**src/rtl/gpio6_pkg.sv**
```systemverilog
package gpio6_pkg;
    localparam int PIN_W  = 6;
    localparam int REG_W  = 8;
    localparam int ADDR_W = 2;
    localparam int RSV_W  = REG_W - PIN_W;

    typedef enum logic [ADDR_W-1:0] {
        ADDR_DIR = 2'd0,
        ADDR_VAL = 2'd1,
        ADDR_ODC = 2'd2,
        ADDR_PIN = 2'd3
    } addr_e;

    typedef struct packed {
        logic [PIN_W-1:0] dir;
        logic [PIN_W-1:0] val;
        logic [PIN_W-1:0] odc;
    } port_regs_t;
endpackage

```
**src/rtl/gpio6_regs.sv**
```systemverilog
module gpio6_regs
    import gpio6_pkg::*;
(
    input  logic              clk,
    input  logic              rst_n,
    input  logic              hw_stby,
    input  logic              sw_stby,
    input  logic              wr_en,
    input  logic [ADDR_W-1:0] addr,
    input  logic [REG_W-1:0]  wdata,
    output port_regs_t        regs_q
);
    port_regs_t regs_d;

    always_comb begin
        regs_d = regs_q;
        if (hw_stby) begin
            regs_d = '0;
        end else if (!sw_stby && wr_en) begin
            case (addr_e'(addr))
                ADDR_DIR: regs_d.dir = wdata[PIN_W-1:0];
                ADDR_VAL: regs_d.val = wdata[PIN_W-1:0];
                ADDR_ODC: regs_d.odc = wdata[PIN_W-1:0];
                default:  regs_d = regs_q;   // pin-state location is read-only
            endcase
        end
    end

    always_ff @(posedge clk or negedge rst_n) begin
        if (!rst_n) regs_q <= '0;
        else        regs_q <= regs_d;
    end
endmodule

```
**src/rtl/gpio6_sync.sv**
```systemverilog
module gpio6_sync #(
    parameter int W      = 6,
    parameter int STAGES = 2
) (
    input  logic         clk,
    input  logic         rst_n,
    input  logic         hold,
    input  logic [W-1:0] d,
    output logic [W-1:0] q
);
    logic [W-1:0] stg_q [STAGES];
    logic [W-1:0] stg_d [STAGES];

    always_comb begin
        for (int i = 0; i < STAGES; i++) stg_d[i] = stg_q[i];
        if (!hold) begin
            stg_d[0] = d;
            for (int i = 1; i < STAGES; i++) stg_d[i] = stg_q[i-1];
        end
    end

    always_ff @(posedge clk or negedge rst_n) begin
        if (!rst_n) begin
            for (int i = 0; i < STAGES; i++) stg_q[i] <= '0;
        end else begin
            for (int i = 0; i < STAGES; i++) stg_q[i] <= stg_d[i];
        end
    end

    assign q = stg_q[STAGES-1];
endmodule

```
**src/rtl/gpio6_drive.sv**
```systemverilog
module gpio6_drive #(
    parameter int W = 6
) (
    input  logic         hw_stby,
    input  logic [W-1:0] dir,
    input  logic [W-1:0] val,
    input  logic [W-1:0] odc,
    output logic [W-1:0] pad_out,
    output logic [W-1:0] pad_oe
);
    for (genvar i = 0; i < W; i++) begin : g_pin
        // open-drain pins never present a high level; a 1 only releases the pin
        assign pad_out[i] = odc[i] ? 1'b0 : val[i];
        assign pad_oe[i]  = !hw_stby && dir[i] && (!odc[i] || !val[i]);
    end
endmodule

```
**src/rtl/gpio6_port.sv**
```systemverilog
module gpio6_port
    import gpio6_pkg::*;
#(
    parameter int SYNC_STAGES = 2
) (
    input  logic              clk,
    input  logic              rst_n,
    input  logic              hw_stby,
    input  logic              sw_stby,
    input  logic [ADDR_W-1:0] bus_addr,
    input  logic              bus_wr,
    input  logic              bus_rd,
    input  logic [REG_W-1:0]  bus_wdata,
    output logic [REG_W-1:0]  bus_rdata,
    input  logic [PIN_W-1:0]  pad_in,
    output logic [PIN_W-1:0]  pad_out,
    output logic [PIN_W-1:0]  pad_oe
);
    port_regs_t       regs_q;
    logic [PIN_W-1:0] pad_sync;
    logic [PIN_W-1:0] rd_val;
    logic             sync_hold;

    assign sync_hold = sw_stby && !hw_stby;

    gpio6_regs u_regs (
        .clk     (clk),
        .rst_n   (rst_n),
        .hw_stby (hw_stby),
        .sw_stby (sw_stby),
        .wr_en   (bus_wr),
        .addr    (bus_addr),
        .wdata   (bus_wdata),
        .regs_q  (regs_q)
    );

    gpio6_sync #(.W(PIN_W), .STAGES(SYNC_STAGES)) u_sync (
        .clk   (clk),
        .rst_n (rst_n),
        .hold  (sync_hold),
        .d     (pad_in),
        .q     (pad_sync)
    );

    gpio6_drive #(.W(PIN_W)) u_drive (
        .hw_stby (hw_stby),
        .dir     (regs_q.dir),
        .val     (regs_q.val),
        .odc     (regs_q.odc),
        .pad_out (pad_out),
        .pad_oe  (pad_oe)
    );

    always_comb begin
        case (addr_e'(bus_addr))
            ADDR_DIR: rd_val = regs_q.dir;
            ADDR_VAL: rd_val = regs_q.val;
            ADDR_ODC: rd_val = regs_q.odc;
            default:  rd_val = (regs_q.dir & regs_q.val) | (~regs_q.dir & pad_sync);
        endcase
        bus_rdata = bus_rd ? {{RSV_W{1'b0}}, rd_val} : '0;
    end
endmodule

```
**config.mk**
```make
export PLATFORM = sky130hd
export DESIGN_NAME = gpio6_port
export DESIGN_NICKNAME = d
export VERILOG_FILES = /design/src/rtl/gpio6_pkg.sv /design/src/rtl/gpio6_regs.sv /design/src/rtl/gpio6_sync.sv /design/src/rtl/gpio6_drive.sv /design/src/rtl/gpio6_port.sv
export SDC_FILE = /design/constraint.sdc
export NUM_CORES = 1
export LEC_CHECK = 0
export BUFFER_PORTS_ARGS = -buffer_cell sky130_fd_sc_hd__buf_2
export CAP_MARGIN = 20
export CORE_MARGIN = 3
export CORE_UTILIZATION = 49
export CTS_BUF_LIST = sky130_fd_sc_hd__clkbuf_8
export DETAILED_ROUTE_END_ITERATION = 10
export PLACE_DENSITY = 0.88
export SYNTH_ARGS = -nofsm -noshare
export SYNTH_HDL_FRONTEND = slang
export SYNTH_SLANG_ARGS = --single-unit
```
**constraint.sdc**
```tcl
create_clock -name clk -period 0.89 [get_ports clk]
set_input_delay 0.0445 -clock clk [delete_from_list [all_inputs] [get_ports clk]]
set_output_delay 0.0445 -clock clk [all_outputs]
set_load 0.03 [all_outputs]
```
==> metrics.yaml <==
r2r-start: "u_regs.regs_q[9]$_DFFE_PN0P_"
syn_avg_cell_area_sq_um: 10.7
syn_area_sq_um: 1630
area.growth.synth_to_final_pct: 74.1
crit_path_max_incr_delay_ps: 440
skew_ps: 0.406
fin_total_pwr_w: 0.00374
synth.most_common_cell: "dfrtp_1"
dpl.hpwl_microns: 3190
worstHoldEndpoint: "u_sync.stg_q[10]$_DFFE_PN0N_"
clk_pin_slew_ps: 70
final_util: 0.912
grt_pass1_wl_microns: 8460
ys_warn_count: 0
synthTopCellsByArea: "dfrtp_1 46%, mux2_2 12%, mux2i_1 7.4%"
grt_overflow: 0
setup_viol: 31
clock-root-buffer: "clkbuf_8"
tritoncts: "built"
grt_pass1_vias: 1695
final_layout_size_suffix_gt1_frac: 0.634
yosys_register_bits: 30
via_count: 1640
vias_per_cell: 5.82
die_x_microns: 63.6
ys_seq_area_frac: 0.462
worstHoldStart: "pad_in[4]"
status: "finished, violations left"
htree_levels: 2
sw_frac_of_total: 0.280
r2r_setup_slack_ps: -140
vdd_drop_max_uv: 1860
worst_r2r_endpoint: "u_regs.regs_q[9]$_DFFE_PN0P_"
synth_edf_count: 0
holdPathStages: 2
power_frac_seq: 0.405
period_share: 1.71
wl_per_cell_microns: 21.9
p_int_w: 0.00269
power_frac_clock: 0.360
cts_sinks: 30
synthTopCellsByCount: "30 x dfrtp_1, 21 x nor2_1, 18 x mux2_2"
setup_ws_ps: -636
post-route-min-period_ps: 1530
hp-class: "in2reg"
synth_top_cell_by_area: "dfrtp_1"
worstPathCellList: "buf_6, nor2_1, a22o_1, a21oi_2, buf_6"
wl_microns: 6190
hold_viol_final: 0
ios: 42
ant_nets: 0
worstSetupEndpointType: "primary output"
grt_max_degree: 31
start_util: 0.524
powerDensity_nw_per_um2: 1320
fmax_ghz: 0.655
dp_slack_ps: -294
cp_slowest_cell: "dfrtp_1"
first_iter_violations: 130
core_region_area_sq_um: 3100
track_usage: 0.274
die-height_microns: 63.6
pwr-share-comb: 0.235
max-cap-violations: 0
clock_latency_ps: 280
crit_arrival_ps: 1480
final_cells: 282
dpl_cell_area_sq_um: 2250
io_buffers: 37
rsz0062_at_grt: "true"
ff2ff_path_depth: 3
clockBufferDepth: 2
synth_ff_type: "dfrtp_1"
async_flop_share: 1.00
cp.required_ps: 850
crit_path_max_fanout: 4
antennaDiodeCount: 0
synth_top_cell_area_share: 0.462
drv_slew: 0
startpoint_type: "flip-flop"
num_rows: 20
syn-instance-count: 152
cts_made_buffers: 5
p_leak_nw: 1.24
drc_errors: 0
antenna_found_initial: 0
dp_cells: 260
crit_type: "reg2out"
violations: "setup timing"
design_area_sq_um: 2830
crit_path_frequent_cell: "buf_6"
drtPass1Iterations: 4
die_area_sq_um: 4040
nNetsFinal: 259
p_switching_w: 0.00105
synth_cell_types: 26
gp_congestion: 0.884
worst max-delay path by stage:
stage / from / to / slack [ps]
floorplan: u_regs.regs_q[6]$_DFFE_PN0P_ / bus_rdata[0] / -140
global route: u_regs.regs_q[13]$_DFFE_PN0P_ / bus_rdata[1] / -640
global placement: bus_addr[1] / u_regs.regs_q[5]$_DFFE_PN0P_ / -250
finish: u_regs.regs_q[13]$_DFFE_PN0P_ / bus_rdata[1] / -640
CTS: u_regs.regs_q[11]$_DFFE_PN0P_ / bus_rdata[5] / -470
detailed placement: bus_addr[1] / u_regs.regs_q[5]$_DFFE_PN0P_ / -290
state kept, by name, summed over array words and instances (netlist names):
signal / count
u_regs.regs_q: 18
u_sync.stg_q: 6
u_sync.q: 6
cell type report:
type | count | area, sq um
multi-input cells | 99 | 1040
well taps | 44 | 55.1
repair buffers | 89 | 827
clock inverters | 3 | 37.5
inverters | 12 | 45.0
flip-flops and latches | 30 | 754
fillers | 110 | 274
clock buffers | 5 | 68.8
placed cells by master (no fill, tap or decap), drive strengths merged, types with 5 or more instances in the layout:
| cell type | count |
|---|---|
| clkbuf | 5 |
| buf | 84 |
| nor2 | 21 |
| mux2i | 12 |
| inv | 14 |
| dfrtp | 30 |
| a211oi | 6 |
| dlygate4sd3 | 5 |
| mux2 | 18 |
| nand3b | 5 |
kinds of logic after synthesis:
group,count (synthesis),share of synthesized area
compound gates,29,0.130
buf+inv,24,0.0739
flops,30,0.462
mux,30,0.199
other cells,1,0.00231
simple gates,38,0.133
critical path, delay by kind of cell (launching register included):
| family | cells | cell delay [ps] |
|---|---|---|
| AO/OA/AOI/OAI | 2 | 270 |
| buffers and inverters | 2 | 290 |
| flip-flops | 1 | 440 |
| AND/OR/NAND/NOR | 1 | 190 |
per-stage QoR:
stage / hold WS [ps] / setup TNS, ps
5_1_grt: 4.88 / -8940
3_3_place_gp: 69.0 / -6800
2_1_floorplan: -251 / -2480
4_1_cts: 2.52 / -6560
6_report: 0.929 / -8160
3_5_place_dp: 74.1 / -7560
power by group through the flow:
stage / clock network, W / registers, W / logic (W)
2_1_floorplan: 0 / 0.00151 / 0.000409
3_3_place_gp: 0 / 0.00151 / 0.000640
3_5_place_dp: 0 / 0.00152 / 0.000665
4_1_cts: 0.00135 / 0.00150 / 0.000765
5_1_grt: 0.00143 / 0.00152 / 0.000925
6_report: 0.00135 / 0.00151 / 0.000880
repair_timing:
action	CTS	global route
hold buffers	5	0
setup endpoints to repair	22	32
gates resized for setup	64	37
hold endpoints to repair	34	0
pin swaps	11	13
setup buffers	4	7
layer usage:
layer  up-vias  routed length, microns  GRT usage
li1        705                       -          -
met1       812                    2450      0.312
met2       102                    3030      0.492
met3        21                     498     0.0766
met4         0                     209     0.0863
met5         -                       0          0
No activity file was read; power rests on OpenSTA's default activity.
